<file path="src/rtl/ptw_pkg.sv">
`timescale 1ns/1ps
package ptw_pkg;
    localparam int unsigned AW        = 32;
    localparam int unsigned OFF_W     = 12;
    localparam int unsigned IDX_W     = 10;
    localparam int unsigned FRAME_W   = AW - OFF_W;
    localparam int unsigned BIG_OFF_W = OFF_W + IDX_W;
    localparam int unsigned BIG_W     = AW - BIG_OFF_W;
    localparam int unsigned CODE_W    = 3;

    localparam int unsigned ENT_P  = 0;
    localparam int unsigned ENT_RW = 1;
    localparam int unsigned ENT_US = 2;
    localparam int unsigned ENT_A  = 5;
    localparam int unsigned ENT_D  = 6;
    localparam int unsigned ENT_PS = 7;

    typedef enum logic [1:0] {
        ACC_READ  = 2'b00,
        ACC_WRITE = 2'b01,
        ACC_FETCH = 2'b10
    } acc_e;

    typedef enum logic [2:0] {
        S_IDLE,
        S_DIR_RD,
        S_DIR_WB,
        S_TBL_RD,
        S_LEAF_WB,
        S_DONE,
        S_FAULT
    } walk_st_e;
endpackage

</file>
<file path="src/rtl/ptw_addr_gen.sv">
`timescale 1ns/1ps
module ptw_addr_gen
    import ptw_pkg::*;
(
    input  logic [FRAME_W-1:0] root_frame,
    input  logic [FRAME_W-1:0] dir_frame,
    input  logic [FRAME_W-1:0] leaf_frame,
    input  logic [AW-1:0]      a20_mask,
    input  logic [AW-1:0]      vaddr,
    output logic [AW-1:0]      dir_addr,
    output logic [AW-1:0]      tbl_addr,
    output logic [AW-1:0]      big_pa,
    output logic [AW-1:0]      small_pa
);
    localparam int unsigned PAD_W = AW - IDX_W - 2;

    logic [AW-1:0] dir_sum;
    logic [AW-1:0] tbl_sum;

    always_comb begin
        dir_sum  = {root_frame, {OFF_W{1'b0}}}
                 + {{PAD_W{1'b0}}, vaddr[AW-1:BIG_OFF_W], 2'b00};
        tbl_sum  = {dir_frame, {OFF_W{1'b0}}}
                 + {{PAD_W{1'b0}}, vaddr[BIG_OFF_W-1:OFF_W], 2'b00};
        dir_addr = dir_sum & a20_mask;
        tbl_addr = tbl_sum & a20_mask;
        big_pa   = {leaf_frame[FRAME_W-1:IDX_W] & a20_mask[AW-1:BIG_OFF_W],
                    vaddr[BIG_OFF_W-1:0]};
        small_pa = {leaf_frame & a20_mask[AW-1:OFF_W], vaddr[OFF_W-1:0]};
    end
endmodule

</file>
<file path="src/rtl/ptw_rights.sv">
`timescale 1ns/1ps
module ptw_rights (
    input  logic user_ok,
    input  logic rw_ok,
    input  logic dirty,
    input  logic is_write,
    input  logic is_user,
    input  logic wp,
    output logic deny,
    output logic wr_grant
);
    logic wr_blocked;

    always_comb begin
        wr_blocked = is_write && !rw_ok;
        if (is_user) begin
            deny     = !user_ok || wr_blocked;
            wr_grant = dirty && rw_ok;
        end else begin
            deny     = wr_blocked && wp;
            wr_grant = dirty && (rw_ok || !wp);
        end
    end
endmodule

</file>
<file path="src/rtl/pt_walker.sv">
`timescale 1ns/1ps
module pt_walker
    import ptw_pkg::*;
(
    input  logic                clk,
    input  logic                rst_n,
    input  logic                req_valid,
    input  logic [AW-1:0]       req_vaddr,
    input  logic [1:0]          req_acc,
    input  logic                req_user,
    input  logic                cfg_pg,
    input  logic                cfg_wp,
    input  logic                cfg_pse,
    input  logic [FRAME_W-1:0]  cfg_dir_frame,
    input  logic [AW-1:0]       cfg_a20_mask,
    output logic                mem_req,
    output logic                mem_we,
    output logic [AW-1:0]       mem_addr,
    output logic [AW-1:0]       mem_wdata,
    input  logic                mem_ack,
    input  logic [AW-1:0]       mem_rdata,
    output logic                busy,
    output logic                done,
    output logic                fault,
    output logic [AW-1:0]       rsp_paddr,
    output logic                rsp_wr_ok,
    output logic                rsp_exec_ok,
    output logic [CODE_W-1:0]   rsp_fault_code
);
    walk_st_e st, st_nx;

    logic [AW-1:0]      va_q;
    logic               wr_q;
    logic               usr_q;
    logic [FRAME_W-1:0] dir_frame_q;
    logic               dir_us_q;
    logic               dir_rw_q;
    logic [AW-1:0]      wb_addr_q;
    logic [AW-1:0]      wb_data_q;
    logic [AW-1:0]      pa_q;
    logic               wok_q;
    logic               xok_q;
    logic [CODE_W-1:0]  code_q;

    logic [AW-1:0] dir_addr, tbl_addr, big_pa, small_pa;
    logic [AW-1:0] leaf_new;
    logic          leaf_chg;
    logic          ent_present;
    logic          is_big;
    logic          in_tbl;
    logic          comb_us, comb_rw;
    logic          deny, wr_grant;

    ptw_addr_gen u_addr (
        .root_frame (cfg_dir_frame),
        .dir_frame  (dir_frame_q),
        .leaf_frame (mem_rdata[AW-1:OFF_W]),
        .a20_mask   (cfg_a20_mask),
        .vaddr      (va_q),
        .dir_addr   (dir_addr),
        .tbl_addr   (tbl_addr),
        .big_pa     (big_pa),
        .small_pa   (small_pa)
    );

    always_comb begin
        in_tbl      = (st == S_TBL_RD);
        ent_present = mem_rdata[ENT_P];
        is_big      = mem_rdata[ENT_PS] && cfg_pse;
        comb_us     = mem_rdata[ENT_US] && (!in_tbl || dir_us_q);
        comb_rw     = mem_rdata[ENT_RW] && (!in_tbl || dir_rw_q);
        leaf_new    = mem_rdata;
        leaf_new[ENT_A] = 1'b1;
        if (wr_q) leaf_new[ENT_D] = 1'b1;
        leaf_chg    = (leaf_new != mem_rdata);
    end

    ptw_rights u_rights (
        .user_ok  (comb_us),
        .rw_ok    (comb_rw),
        .dirty    (leaf_new[ENT_D]),
        .is_write (wr_q),
        .is_user  (usr_q),
        .wp       (cfg_wp),
        .deny     (deny),
        .wr_grant (wr_grant)
    );

    // next-state decision
    always_comb begin
        st_nx = st;
        unique case (st)
            S_IDLE: begin
                if (req_valid) st_nx = cfg_pg ? S_DIR_RD : S_DONE;
            end
            S_DIR_RD: begin
                if (mem_ack) begin
                    if (!ent_present)       st_nx = S_FAULT;
                    else if (is_big)        st_nx = deny ? S_FAULT
                                                  : (leaf_chg ? S_LEAF_WB : S_DONE);
                    else if (!mem_rdata[ENT_A]) st_nx = S_DIR_WB;
                    else                    st_nx = S_TBL_RD;
                end
            end
            S_DIR_WB: begin
                if (mem_ack) st_nx = S_TBL_RD;
            end
            S_TBL_RD: begin
                if (mem_ack) begin
                    if (!ent_present || deny) st_nx = S_FAULT;
                    else                      st_nx = leaf_chg ? S_LEAF_WB : S_DONE;
                end
            end
            S_LEAF_WB: begin
                if (mem_ack) st_nx = S_DONE;
            end
            S_DONE:  st_nx = S_IDLE;
            S_FAULT: st_nx = S_IDLE;
            default: st_nx = S_IDLE;
        endcase
    end

    // state register
    always_ff @(posedge clk) begin
        if (!rst_n) st <= S_IDLE;
        else        st <= st_nx;
    end

    // request capture and result registers
    always_ff @(posedge clk) begin
        if (!rst_n) begin
            va_q        <= '0;
            wr_q        <= 1'b0;
            usr_q       <= 1'b0;
            dir_frame_q <= '0;
            dir_us_q    <= 1'b0;
            dir_rw_q    <= 1'b0;
            wb_addr_q   <= '0;
            wb_data_q   <= '0;
            pa_q        <= '0;
            wok_q       <= 1'b0;
            xok_q       <= 1'b0;
            code_q      <= '0;
        end else begin
            unique case (st)
                S_IDLE: begin
                    if (req_valid) begin
                        va_q  <= req_vaddr;
                        wr_q  <= (req_acc == ACC_WRITE);
                        usr_q <= req_user;
                        if (!cfg_pg) begin
                            pa_q   <= req_vaddr;
                            wok_q  <= 1'b1;
                            xok_q  <= 1'b1;
                            code_q <= '0;
                        end
                    end
                end
                S_DIR_RD, S_TBL_RD: begin
                    if (mem_ack) begin
                        if (!in_tbl) begin
                            dir_frame_q <= mem_rdata[AW-1:OFF_W];
                            dir_us_q    <= mem_rdata[ENT_US];
                            dir_rw_q    <= mem_rdata[ENT_RW];
                            wb_addr_q   <= dir_addr;
                        end else begin
                            wb_addr_q   <= tbl_addr;
                        end
                        if (!ent_present) begin
                            code_q <= {usr_q, wr_q, 1'b0};
                            pa_q   <= '0;
                            wok_q  <= 1'b0;
                            xok_q  <= 1'b0;
                        end else if (!in_tbl && !is_big) begin
                            wb_data_q <= mem_rdata | (AW'(1) << ENT_A);
                        end else if (deny) begin
                            code_q <= {usr_q, wr_q, 1'b1};
                            pa_q   <= '0;
                            wok_q  <= 1'b0;
                            xok_q  <= 1'b0;
                        end else begin
                            wb_data_q <= leaf_new;
                            pa_q      <= in_tbl ? small_pa : big_pa;
                            wok_q     <= wr_grant;
                            xok_q     <= 1'b1;
                            code_q    <= '0;
                        end
                    end
                end
                default: ;
            endcase
        end
    end

    // port outputs
    always_comb begin
        mem_req        = (st == S_DIR_RD) || (st == S_DIR_WB)
                      || (st == S_TBL_RD) || (st == S_LEAF_WB);
        mem_we         = (st == S_DIR_WB) || (st == S_LEAF_WB);
        mem_wdata      = wb_data_q;
        unique case (st)
            S_DIR_RD: mem_addr = dir_addr;
            S_TBL_RD: mem_addr = tbl_addr;
            default:  mem_addr = wb_addr_q;
        endcase
        busy           = (st != S_IDLE);
        done           = (st == S_DONE);
        fault          = (st == S_FAULT);
        rsp_paddr      = pa_q;
        rsp_wr_ok      = wok_q;
        rsp_exec_ok    = xok_q;
        rsp_fault_code = code_q;
    end

    p_req_hold_r12: assert property (@(posedge clk) disable iff (!rst_n)
        (mem_req && !mem_ack) |=> (mem_req && $stable(mem_addr)
                                   && $stable(mem_we) && $stable(mem_wdata)));

    p_resp_pulse_r12: assert property (@(posedge clk) disable iff (!rst_n)
        (done || fault) |=> !(done || fault));

    p_resp_excl_r12: assert property (@(posedge clk) disable iff (!rst_n)
        $onehot0({done, fault}));

    p_wb_accessed_r9: assert property (@(posedge clk) disable iff (!rst_n)
        (mem_req && mem_we) |-> mem_wdata[ENT_A]);

    p_nopg_direct_r1: assert property (@(posedge clk) disable iff (!rst_n)
        (st == S_IDLE && req_valid && !cfg_pg) |=> (done && !mem_req));

    p_fault_no_rights_r8: assert property (@(posedge clk) disable iff (!rst_n)
        fault |-> (!rsp_wr_ok && !rsp_exec_ok));
endmodule

</file>
<file path="config.mk">
export PLATFORM = sky130hd
export DESIGN_NAME = pt_walker
export DESIGN_NICKNAME = d
export VERILOG_FILES = /design/src/rtl/ptw_pkg.sv /design/src/rtl/ptw_addr_gen.sv /design/src/rtl/ptw_rights.sv /design/src/rtl/pt_walker.sv
export SDC_FILE = /design/constraint.sdc
export NUM_CORES = 1
export LEC_CHECK = 0
export BUFFER_PORTS_ARGS = -buffer_cell sky130_fd_sc_hd__buf_2
export CAP_MARGIN = 10
export CELL_PAD_IN_SITES_DETAIL_PLACEMENT = 0
export CELL_PAD_IN_SITES_GLOBAL_PLACEMENT = 1
export CORE_UTILIZATION = 41
export CTS_CLUSTER_DIAMETER = 50
export DETAILED_ROUTE_END_ITERATION = 10
export PLACE_DENSITY = 0.95
export SETUP_SLACK_MARGIN = 0.02
export SLEW_MARGIN = 20
export SYNTH_ARGS = -nofsm -noshare
export SYNTH_HDL_FRONTEND = slang
export SYNTH_HIERARCHICAL = 1
export SYNTH_SLANG_ARGS = --single-unit
</file>
<file path="constraint.sdc">
create_clock -name clk -period 7.5 [get_ports clk]
set_clock_uncertainty 0.2 [all_clocks]
set_input_delay 0.75 -clock clk [delete_from_list [all_inputs] [get_ports clk]]
set_output_delay 0.75 -clock clk [all_outputs]
set_load 0.005 [all_outputs]
</file>
# Yosys cells after proc, flatten, opt, wreduce, memory -nomap -nowiden
# Cells that the tools add are included.
# classes
eq_ne,17
bitwise_logic,5
add_sub_neg,2
n_mux,47
order_cmp,0
shifts,0
div_mod_pow,0
reduce_logical,33
n_mul,0
# ops
op,n
32-bit 2-to-1 mux,10
32-bit case mux with 2 select lines,2
32-bit by 12-bit adder with 32-bit output,2
32-bit bitwise AND,2
3-bit 2-to-1 mux,15
20-bit bitwise AND,1
1-bit 2-to-1 mux,15
3-bit case mux with 5 select lines,1
"2-bit inequality test, second input constant",7
10-bit bitwise AND,1
5-bit AND reduction,2
"3-bit == test, second input constant",3
1-bit logical OR,9
1-bit logical AND,8
"3-bit by 2-bit == test with 1-bit output, second input constant",2
1-bit logical NOT,6
3-bit case mux with 2 select lines,1
1-bit case mux with 2 select lines,2
2-bit AND reduction,2
4-bit AND reduction,1
"3-bit by 1-bit == test with 1-bit output, second input constant",1
3-bit logical NOT,1
"3-bit inequality test, second input constant",1
3-bit AND reduction,1
8 further kinds,8
# totals
elab_cells,117
latchBits,0
reg_bits,160
ram_bits,0
out_inout_bits,106
romBits,0
inputBits,126
mem_count,0

# Depth between registers and ports, before layout
# depth
word_depth,13
ltp_mapped,11
ltp_nobuf,7

# By module
# Netlist, hierarchy kept.
# modules_own_cells
mod,cells_each,seq_area_each_um2,area_each_um2,instances
pt_walker,963,3183.1,7586.0,1
ptw_addr_gen,129,0.0,864.6,1
ptw_rights,5,0.0,35.0,1

# Least setup slack after synthesis
# OpenSTA, ideal clock, no wires.
# synth_path
path_type,flip-flop to flip-flop
from,register st[0]
to,register wb_data_q[23] (netlist: mem_wdata[23])
required_ns,7.230
period_less_slack_ns,2.939
setup_ns,0.070
path_buffers,4
stages_incl_launch_ff,12
arrival_ns,2.668
slack_ns,4.561
cell_sequence,dfxtp_1 -> clkbuf_1 -> nand3b_1 -> clkbuf_1 -> o21a_1 -> o32ai_2 -> inv_1 -> o2111ai_1 -> clkbuf_1 -> clkbuf_1 -> nand2_1 -> a21oi_1
# synth_via
elab_chain_cells,10
word_cells_on_any_way,18
cone_classes,3 x eq/ne; 2 x mux; 13 x reduce/logical
# synth_rtl
element,line_no,source
start: declaration,pt_walker.sv:30,"walk_st_e st, st_nx;"
start signal: assignment,pt_walker.sv:126,else st <= st_nx;
3-bit by 2-bit == test with 1-bit output *,pt_walker.sv:67,in_tbl = (st == S_TBL_RD);
1-bit logical NOT *,pt_walker.sv:71,comb_rw = mem_rdata[ENT_RW] && (!in_tbl || dir_rw_q);
1-bit logical OR *,pt_walker.sv:71,
1-bit logical AND *,pt_walker.sv:71,
net comb_rw,pt_walker.sv:51,"logic comb_us, comb_rw;"
1-bit logical NOT *,ptw_rights.sv:15,wr_blocked = is_write && !rw_ok;
1-bit logical AND *,ptw_rights.sv:15,
1-bit logical AND / 1-bit logical OR (equally long branches),"ptw_rights.sv:20, ptw_rights.sv:17",
1-bit 2-to-1 mux *,ptw_rights.sv:16,if (is_user) begin
net deny,pt_walker.sv:52,"logic deny, wr_grant;"
2-bit by 1-bit inequality test with 1-bit output (no line) *,n/a,
4-bit AND reduction (no line) *,n/a,
end signal: assignment,pt_walker.sv:175,wb_data_q <= mem_rdata | (AW'(1) << ENT_A);
end signal: assignment,pt_walker.sv:182,wb_data_q <= leaf_new;
end: declaration,pt_walker.sv:39,logic [AW-1:0] wb_data_q;
# Mark *: on every way through the listed nets, which the timed path passes. The rest lies on a longest branch.
# A chain may end at the register's enable or synchronous reset.

# Final worst setup path
# layout_path
from,register st[1]
to,register pa_q[0] (netlist: rsp_paddr[0])
# layout_via
elab_chain_cells,13
word_cells_on_any_way,27
cone_classes,6 x eq/ne; 6 x mux; 15 x reduce/logical
# layout_rtl
element,line_no,source
3-bit by 2-bit == test with 1-bit output,"pt_walker.sv:67, pt_walker.sv:145",
1-bit logical NOT,"pt_walker.sv:70, pt_walker.sv:71, pt_walker.sv:174",
1-bit logical OR,pt_walker.sv:71,
1-bit logical AND,pt_walker.sv:71,
1-bit logical NOT,ptw_rights.sv:15,
1-bit logical AND,ptw_rights.sv:15,
1-bit logical AND / 1-bit logical OR (equally long branches),"ptw_rights.sv:20, ptw_rights.sv:17",
1-bit 2-to-1 mux,ptw_rights.sv:16,
32-bit 2-to-1 mux,pt_walker.sv:176,end else if (deny) begin
32-bit 2-to-1 mux,pt_walker.sv:174,end else if (!in_tbl && !is_big) begin
32-bit 2-to-1 mux,pt_walker.sv:169,if (!ent_present) begin
32-bit 2-to-1 mux,pt_walker.sv:160,if (mem_ack) begin
32-bit case mux with 2 select lines,pt_walker.sv:145,unique case (st)
end signal: assignment,pt_walker.sv:152,pa_q <= req_vaddr;
end signal: assignment,pt_walker.sv:183,pa_q <= in_tbl ? small_pa : big_pa;
end: declaration,pt_walker.sv:40,logic [AW-1:0] pa_q;
# Parallel ways exist; a longest one is shown, timed or not. The select of a mux whose other input is x is not followed.

==> results.md <==
* Nets at 1343
* DP Worst Slack at 3.660 ns
* Final setup vio count at 0
* Worst path required time at 7.59 ns
* Vias at 7956
* Starting Density at 41.94%
* CP Class: register to register
* CTS tree: done
* Synth Instances at 1097
* Final WL at 24.81 mm
* Inserted Clock Buffers at 17
* CTS max path bufs at 2
* Main combinational cell family by area after synthesis: simple AND/OR/NAND/NOR gates
* Startpoint Class: register
* Dpl hpwl at 16.35 mm
* Worst-path clk slew at 0.06 ns
* # port buffers at 229
* Hold Vio Cnt, Final at 0
* PostCTS Resize Cnt at 0
* Seq/Total Area, Yosys at 37.51%
* CP Capture Type: register
* First-pass iteration count of the detailed router at 5
* Final Non-Filler Cells at 1500
* Period utilization at 50.35%
* Cells after DPL at 1468
* Setup TNS at 0 ns
* Number of vias per cell at 5.304
* DRT antenna net count at 0
* RSZ-0062 raised after global routing: false
* Setup repair bufs after CTS at 0
* Synthesized area at 0.008486 mm²
* Max-slew violation count at 0
* Max-capacitance violation count at 0
* Worst Max-Slew Pin Slew at 1.081 ns
* Critical path fanouts, max at 67
* GR Util All Layers at 23.05%
* Drc violations at 0
* Final WS setup at 3.724 ns
* Post-synth EDFFs at 0
* Die area at 0.02128 mm²
* Synth Area in XOR/XNOR at 0.1032%
* Register area at 0.003187 mm²
* FILL cells at 2012
* Share of post-route cells with drive strength above 1 at 25.53%
* Avg WL per Cell at 16.54 µm
* Hold Crit Class: register to register
* Clock Latency Late Sink at 0.42 ns
* Power Density at 249.0 mW/mm²
* H-tree Lvls at 4
* Gpl congestion at 0.8436
* # diodes at 0
* Vias in the first global route at 7175
* Number of I/O pins at 232
* Mean post-synth cell area at 7.735 µm²
* Final core occ at 49.18%
* Multi-input combinational cell area at 0.004533 mm²
* Gr ovfl total at 0
* Synth unique cells at 43
* Post-synthesis compound-gate area fraction at 19.15%
* Clk root buf: clkbuf_16
* Post-synthesis mux area share at 7.903%
* Synthesized flop and latch total at 159
* Tmin final at 3.776 ns
* Fraction of registers with async set/reset at 0%
* Simple-gate share of the synthesized area at 25.72%
* Rel. slew slack at 27.91%
* Core Box Area at 0.02023 mm²
* Fmax at 264.8 MHz
* First-pass GRT wire length at 38.85 mm
* Area grow syn2layout at 17.28%
* Die W at 145.9 µm
* Antenna violations before repair at 0
* Largest net degree at the start of global routing at 100
* Yosys Warn Count at 6
* Clock sinks at 159
* Maximum vdd drop at 0.0001550 V
* CP arrival at 3.87 ns
* Most frequently used flop master after synthesis: dfxtp_1
* Power, Total at 2478 µW
* Leak at 0.003868 µW
* Initial drt markers at 362
* FP Rows at 52
* Die Ht at 145.9 µm
* CTS Hold Bufs at 0
* Synth Area in Adders at 0%
* Outcome: complete, no violations
-- sequential cells by signal, summed over array words and instances, names as in the netlist, 3 cells and up --
signal          flops
dir_frame_q        20
va_q               32
mem_wdata          31
st                  3
wb_addr_q          32
rsp_paddr          32
rsp_fault_code      3
-- cell type report --
class	instances	area share (%)
Timing Repair Buffer	240	12.35
Multi-Input combinational cell	792	45.55
Clock buffer	19	4.551
Inverter	7	0.2892
Clock inverter	13	1.848
Tap cell	270	3.395
Sequential cell	159	32.02
-- Yosys cell counts, types with 2 or more instances --
master / number / share of area [%]
inv_1: 7 / 0.31
o21ai_0: 39 / 2.3
buf_2: 10 / 0.59
nor2_1: 41 / 1.8
o2bb2ai_1: 32 / 3.3
and2_1: 82 / 6.0
dfxtp_1: 159 / 38
buf_12: 3 / 0.71
a311oi_1: 33 / 3.4
nand2b_1: 2 / 0.15
a21oi_1: 95 / 5.6
mux2i_1: 67 / 7.9
nand3_1: 35 / 2.1
a211oi_1: 2 / 0.18
nand4_1: 33 / 2.4
o21ai_2: 30 / 3.1
o21a_1: 3 / 0.27
buf_1: 13 / 0.58
nor2b_1: 4 / 0.29
clkbuf_1: 66 / 2.9
nand2_1: 271 / 12
buf_4: 49 / 4.3
-- final timing paths --
path | end | from | slack, ns | depth (start not counted)
setup / recovery | rsp_paddr[0] | st[1] | 3.72 | 6
hold / removal | dir_frame_q[4] | dir_frame_q[4] | 0.25 | 2
setup reg to reg | rsp_paddr[0] | st[1] | 3.72 | 6
hold reg to reg | dir_frame_q[4] | dir_frame_q[4] | 0.25 | 2
-- kinds of logic after synthesis --
group / count (synthesis)
xor gates and xnor gates: 1
buffers and inverters: 149
other: 1
and+or+nand+nor: 478
DFF: 159
AOI/OAI and AO/OA: 242
muxes: 67
-- routing by layer --
layer	global-route usage, %	up-vias	routed length (µm)
met5	0	-	0
met4	7.105	0	469
met3	4.357	22	1436
met2	38.49	256	12030
met1	29.99	3719	10870
li1	-	3959	-
-- power by group --
group	switching [µW]	internal [µW]
Combinational	337	209
Sequential	66.0	923
Clock	366	576
Total	769	1710
-- cells in the final DEF, fill, tap and decap left out, types with 3 or more instances in the layout --
master / netlist / final
nand2_1: 271 / 271
buf_2: 10 / 229
dfxtp_1: 159 / 158
a21oi_1: 95 / 95
and2_1: 82 / 81
mux2i_1: 67 / 67
nor2_1: 41 / 41
o21ai_0: 39 / 39
nand3_1: 35 / 35
a311oi_1: 33 / 33
nand4_1: 33 / 33
o2bb2ai_1: 32 / 32
o21ai_2: 30 / 30
clkbuf_16: 0 / 17
buf_4: 49 / 11
inv_1: 7 / 6
bufinv_16: 0 / 4
conb_1: 1 / 4
o21a_1: 3 / 3
clkinv_2: 0 / 3
clkinvlp_4: 0 / 3
-- critical path, cell delays in order (launching register included) --
cell      delay [ns]
dfxtp_4         0.64
or4b_1          0.58
buf_4           0.28
o21bai_4        0.78
and2_2          0.52
buf_4           0.47
o21ai_0         0.15
-- stage by stage --
step                hold slack (ns)  instance area (µm²)
floorplan                    0.2317                 8497
global placement             0.2374                 9315
detailed placement           0.2426                 9315
CTS                          0.2521                 9952
global route                 0.2650                 9952
finish                       0.2502                 9952
(Power assumes the default switching activity.)
